[src/rtl/dfi_pkg.sv]
// Shared constants for the fourth-order recursive filter.
// Assumes tap order: 0..4 are input delays 0..4, 5..8 are output delays 1..4.
package dfi_pkg;
    localparam int SAMPLE_W = 16;
    localparam int ACC_W    = 20;
    localparam int GUARD    = ACC_W - SAMPLE_W;   // bits below the output LSB
    localparam int ORDER    = 4;
    localparam int N_IN_TAP = ORDER + 1;
    localparam int N_TAP    = N_IN_TAP + ORDER;

    // Constant multiplier for tap idx.
    function automatic int tap_coef(input int idx);
        case (idx)
            0, 1, 3, 4: return 22280;
            2:          return 16710;
            5:          return 23520;
            6:          return -26282;
            7:          return 26781;
            default:    return -20887;
        endcase
    endfunction

    // Right-shift amount that lands tap idx on the common grid.
    function automatic int tap_shift(input int idx);
        case (idx)
            0, 4:    return 21;
            1, 3:    return 19;
            2:       return 18;
            5, 6:    return 9;
            7:       return 10;
            default: return 12;
        endcase
    endfunction
endpackage

[src/rtl/dfi_history.sv]
// Delay line of DEPTH words that advances only when shift_en is high.
// taps[0] is the most recent word. Assumes a synchronous active-low reset.
module dfi_history #(
    parameter int W     = 16,
    parameter int DEPTH = 4
) (
    input  logic                    clk,
    input  logic                    rst_n,
    input  logic                    shift_en,
    input  logic [W-1:0]            din,
    output logic [DEPTH-1:0][W-1:0] taps
);
    genvar g;
    generate
        for (g = 0; g < DEPTH; g++) begin : g_stage
            logic [W-1:0] src;
            if (g == 0) begin : g_head
                assign src = din;
            end else begin : g_body
                assign src = taps[g-1];
            end
            // Stage g: clear on reset, take the previous stage on a shift.
            always_ff @(posedge clk) begin
                if (!rst_n)        taps[g] <= '0;
                else if (shift_en) taps[g] <= src;
            end
        end
    endgenerate

    // no shift leaves the whole line untouched.
    p_hist_idle_r6: assert property (@(posedge clk) disable iff (!rst_n)
        !shift_en |=> $stable(taps));
    // an accepted word lands at the head of the line.
    p_hist_head_r7: assert property (@(posedge clk) disable iff (!rst_n)
        shift_en |=> taps[0] == $past(din));
endmodule

[src/rtl/dfi_tap.sv]
// One constant-coefficient tap: signed product, arithmetic right shift,
// truncated to the ACC_W-bit wrap grid. Purely combinational.
module dfi_tap #(
    parameter int SW    = 16,
    parameter int AW    = 20,
    parameter int COEF  = 1,
    parameter int SHIFT = 0
) (
    input  logic [SW-1:0] sample,
    output logic [AW-1:0] term
);
    localparam int PW = 2 * SW;
    localparam logic signed [PW-1:0] C_EXT = PW'(COEF);

    logic signed [PW-1:0] prod;

    // Full-precision signed product; both operands sign-extended to PW.
    assign prod = C_EXT * $signed({{SW{sample[SW-1]}}, sample});
    // Discard low bits by the tap shift, keep AW bits modulo 2^AW.
    assign term = AW'(prod >>> SHIFT);
endmodule

[src/rtl/dfi_wrap_sum.sv]
// Adds N terms modulo 2^AW with a linear chain. Overflow is allowed to wrap:
// assumes the true total fits the final format so wraps cancel.
module dfi_wrap_sum #(
    parameter int N  = 9,
    parameter int AW = 20
) (
    input  logic [N-1:0][AW-1:0] terms,
    output logic [AW-1:0]        total
);
    logic [N:0][AW-1:0] part;

    assign part[0] = '0;
    genvar g;
    generate
        for (g = 0; g < N; g++) begin : g_add
            // Running sum step g, carry out of bit AW-1 dropped.
            assign part[g+1] = part[g] + terms[g];
        end
    endgenerate
    assign total = part[N];
endmodule

[src/rtl/dfi_iir4.sv]
// Fourth-order Direct Form I recursive filter on a 20-bit wrapping grid.
// Assumes at most one sample per clock; the result registers one cycle later
// and is fed back into the output history at the same edge.
module dfi_iir4
    import dfi_pkg::*;
(
    input  logic        clk,
    input  logic        rst_n,
    input  logic        in_valid,
    input  logic [15:0] in_sample,
    output logic        out_valid,
    output logic [15:0] out_sample
);
    logic [ORDER-1:0][SAMPLE_W-1:0] x_taps;
    logic [ORDER-1:0][SAMPLE_W-1:0] y_taps;
    logic [N_TAP-1:0][SAMPLE_W-1:0] tap_in;
    logic [N_TAP-1:0][ACC_W-1:0]    terms;
    logic [ACC_W-1:0]               acc;
    logic [SAMPLE_W-1:0]            y_next;

    // Past inputs.
    dfi_history #(.W(SAMPLE_W), .DEPTH(ORDER)) u_hist_x (
        .clk(clk), .rst_n(rst_n), .shift_en(in_valid),
        .din(in_sample), .taps(x_taps));

    // Past outputs, fed from the value being produced.
    dfi_history #(.W(SAMPLE_W), .DEPTH(ORDER)) u_hist_y (
        .clk(clk), .rst_n(rst_n), .shift_en(in_valid),
        .din(y_next), .taps(y_taps));

    // Route the current sample and both histories to their taps.
    assign tap_in[0] = in_sample;
    genvar g;
    generate
        for (g = 0; g < ORDER; g++) begin : g_route
            assign tap_in[1+g]        = x_taps[g];
            assign tap_in[N_IN_TAP+g] = y_taps[g];
        end
        for (g = 0; g < N_TAP; g++) begin : g_tap
            dfi_tap #(.SW(SAMPLE_W), .AW(ACC_W),
                      .COEF(tap_coef(g)), .SHIFT(tap_shift(g))) u_tap (
                .sample(tap_in[g]), .term(terms[g]));
        end
    endgenerate

    dfi_wrap_sum #(.N(N_TAP), .AW(ACC_W)) u_sum (
        .terms(terms), .total(acc));

    // Drop the guard bits to reach the output grid.
    assign y_next = SAMPLE_W'(acc >> GUARD);

    // Output register and strobe.
    always_ff @(posedge clk) begin
        if (!rst_n) begin
            out_valid  <= 1'b0;
            out_sample <= '0;
        end else begin
            out_valid <= in_valid;
            if (in_valid) out_sample <= y_next;
        end
    end

    // reset clears the output side.
    p_reset_r1: assert property (@(posedge clk)
        !rst_n |=> (!out_valid && out_sample == '0));
    // one-cycle latency from accepted sample to result strobe.
    p_latency_r2: assert property (@(posedge clk) disable iff (!rst_n)
        in_valid |=> out_valid);
    p_no_spurious_r2: assert property (@(posedge clk) disable iff (!rst_n)
        !in_valid |=> !out_valid);
    // the emitted result is the newest output history entry.
    p_feedback_r7: assert property (@(posedge clk) disable iff (!rst_n)
        out_valid |-> y_taps[0] == out_sample);
    // output holds while no sample is accepted.
    p_hold_r8: assert property (@(posedge clk) disable iff (!rst_n)
        !in_valid |=> $stable(out_sample));
endmodule

[config.mk]
export PLATFORM = sky130hd
export DESIGN_NAME = dfi_iir4
export DESIGN_NICKNAME = d
export VERILOG_FILES = /design/src/rtl/dfi_pkg.sv /design/src/rtl/dfi_history.sv /design/src/rtl/dfi_tap.sv /design/src/rtl/dfi_wrap_sum.sv /design/src/rtl/dfi_iir4.sv
export SDC_FILE = /design/constraint.sdc
export NUM_CORES = 2
export LEC_CHECK = 0
export CAP_MARGIN = 20
export CORE_ASPECT_RATIO = 1.4
export CORE_MARGIN = 5
export CORE_UTILIZATION = 49
export DETAILED_ROUTE_END_ITERATION = 12
export PLACE_DENSITY = 0.62
export SKIP_LAST_GASP = 1
export SLEW_MARGIN = 10
export SYNTH_ARGS = -nofsm -noshare
export SYNTH_HDL_FRONTEND = slang
export SYNTH_SLANG_ARGS = --single-unit
[constraint.sdc]
create_clock -name clk -period 12.7 [get_ports clk]
set_input_delay 2.54 -clock clk [delete_from_list [all_inputs] [get_ports clk]]
set_output_delay 2.54 -clock clk [all_outputs]
set_load 0.01 [all_outputs]
==> summary.txt <==
Floorplan
  • Row cnt: about 130
  • IO Count: 36
  • Die area: 93800 µm²
  • Die Wd: 260 µm
  • Die H: 360 µm
  • Core area: 87000 µm²
  • Initial Utilization: 0.494

Synthesis
  • Async set-or-reset flop fraction in the synthesized netlist: 0
  • Syn nets: 6161
  • Post-synthesis sequential area ratio: 0.0601
  • Number of synthesized flops with an enable pin: 0
  • Avg Cell Area, Syn: 9.74 µm²
  • Synth unique cells: 63
  • Mapped cell area: roughly 43000 µm²
  • Yosys warning count: 0
  • Synth Flop Type: dfxtp_1
  • Cell count after synthesis: 4412
  • Synthesis-stage register bit count: 129

Clocking
  • Post-CTS Setup Inserts: 0
  • Clock Latency Late Sink: a little over 500 ps
  • TritonCTS clock tree: yes
  • # H-tree levels: 4
  • CTS sink cnt: 129
  • CTS max path bufs: 2
  • CTS root buf: clkbuf_16
  • Clock-pin slew on the worst setup and hold paths: 70 ps
  • Total CTS buffers: 17
  • Hold_buf cts: 0

Detailed routing
  • Wire length per cell: about 16 µm
  • Routed vias: 27800
  • Starting DRT DRC Count: 711
  • Final wirelength: 93900 µm
  • Vias per Instance: 4.88
  • First-pass DRT Iterations: 5
  • Antenna-violating nets left: 0
  • DRC viols: 0

Global routing
  • Vias in the first global route: 30700
  • Global-route wire length before repair: between 150000 and 200000 µm
  • Global Route Usage Sum: 0.211
  • Largest net degree at the start of global routing: 67
  • Overflow after GRT: 0
  • Initial antenna violation count: 0

Timing
  • Final setup viols: 0
  • RSZ-0062 raised after global routing: no
  • Final Hold Viols: 0
  • Final max-slew violation count: 0
  • Tmin final: 12110 ps
  • Skew final: 17.7 ps
  • Fmax: around 83 MHz
  • Slew headroom: 0.341
  • Period utilisation layout: 0.953
  • Slew @ Worst Pin: 988 ps

Finish
  • Number of diodes: 0
  • Utilization after layout: 0.527
  • FF+latch area: 2580 µm²
  • Fillers: 8057
  • Area Overhead vs Synth: 6.66%
  • Layout cell share with drive strength beyond 1: 0.0323
  • Multi-input logic area: 34800 µm²
  • Fin nets: 6257

Placement
  • DP Wirelength: between 80000 and 90000 µm
  • RePlAce Congestion: between 0.8 and 0.9
  • Port bufs: 35

Worst setup path
  • Endpoint class of the critical path: register
  • Crit-path max cell delay: approximately 530 ps
  • Critical Path RT: 13060 ps
  • CP max stage cell: clkdlybuf4s50_1
  • Critical path class: in -> reg
  • Crit Path Max Fanout: 5
  • Startpoint Class: primary input
  • Arr. time, crit path: 12470 ps
  • R2R setup slack: 2180 ps

Outcome
  • Outcome: finished, final reports clean

Worst hold path
  • HP Class: reg -> reg

Job
  • Max-Cap Viols: 0
[cell usage after synthesis, types with 5 or more instances]
cell	n	area (µm²)
xnor2_1	129	1130
ha_1	960	12000
nor2_1	103	387
and3_1	14	87.6
or2_2	11	68.8
xor2_1	73	639
nand4_1	10	62.6
a31o_2	5	43.8
inv_1	1469	5510
a21boi_0	7	52.6
nor2b_1	158	988
fa_1	770	15400
nand2b_1	19	119
nand2_1	50	188
mux2i_1	124	1240
dfxtp_1	129	2580
a21oi_1	78	390
and2_1	6	37.5
nor3_1	25	125
o21a_1	22	165
o21ai_0	59	295
buf_1	10	37.5
a21o_1	41	308
o21bai_1	10	75.1
clkbuf_1	21	78.8
nand3_1	16	80.1
a31oi_1	11	68.8
a211o_1	6	52.6
or3_1	13	81.3
[stage by stage]
step	setup slack [ps]	hold slack, ps	cells	TNS (ps)	instance area [µm²]
6_report	594	647	5691	0	45800
3_5_place_dp	-298	645	5659	-338	45200
3_3_place_gp	-220	635	5659	-220	45200
2_1_floorplan	1090	551	4412	0	43000
4_1_cts	250	655	5691	0	45800
5_1_grt	16.3	669	5691	0	45800
[registers in the layout (all words and copies together), names as in the netlist]
signal / flops
out_valid: 1
u_hist_x.g_stage.src: 48
u_hist_x.taps: 16
u_hist_y.g_stage.src: 48
u_hist_y.taps: 16
[cells by family after synthesis]
kind of cell             after synthesis  share of synthesized area
AO/OA/AOI/OAI                        296                     0.0473
flip-flops                           129                     0.0601
buffers and inverters               1500                      0.131
adder cells (fa/ha/maj)             1730                      0.638
XOR/XNOR                             203                     0.0417
AND/OR/NAND/NOR                      430                     0.0528
multiplexers                         124                     0.0289
[cell usage in the layout (no fill, tap or decap), drive strengths merged, types with 50 or more instances in the layout]
cell	count
a21oi	79
buf	75
xor2	73
o21ai	64
ha	960
nor2	103
xnor2	129
nor2b	158
dfxtp	129
nand2	50
mux2i	124
fa	770
inv	1474
[what timing repair did]
item | in CTS | in global routing
endpoints found under the setup margin | 0 | 4
endpoints found under the hold margin | 0 | 0
resized for setup | 0 | 19
[per-layer routing]
layer / track usage / wire length, µm
met5: 0 / 0
met4: 0.0409 / 1650
met3: 0.0172 / 1260
met2: 0.402 / 51200
met1: 0.260 / 39800
[critical path, delay by kind of cell]
kind | cells | cell delay (ps)
compound gates | 16 | 2680
xor+xnor | 2 | 530
fa+ha+maj | 11 | 4420
buf+inv | 12 | 1510
simple gates | 4 | 760
[final timing paths]
check / start / end / depth (start not counted)
hold / removal: u_hist_x.taps[48]$_SDFFE_PN0P_ / u_hist_x.taps[48]$_SDFFE_PN0P_ / 2
hold reg to reg: u_hist_x.taps[48]$_SDFFE_PN0P_ / u_hist_x.taps[48]$_SDFFE_PN0P_ / 2
setup reg to reg: u_hist_x.g_stage[2].src[13]$_SDFFE_PN0P_ / u_hist_y.g_stage[1].src[15]$_SDFFE_PN0P_ / 37
setup / recovery: in_sample[7] / u_hist_y.g_stage[1].src[15]$_SDFFE_PN0P_ / 45
[layout make-up]
class | instances | share of cell area
well taps | 1170 | 0.0319
inverters | 1469 | 0.120
clock inverters | 14 | 0.00287
multi-input cells | 2783 | 0.759
clock buffers | 18 | 0.00936
repair buffers | 108 | 0.0197
flip-flops and latches | 129 | 0.0563
Power is left out: the tool's default activity adds up to more than one toggle a clock period on the data nets, which glitch-free logic cannot reach.
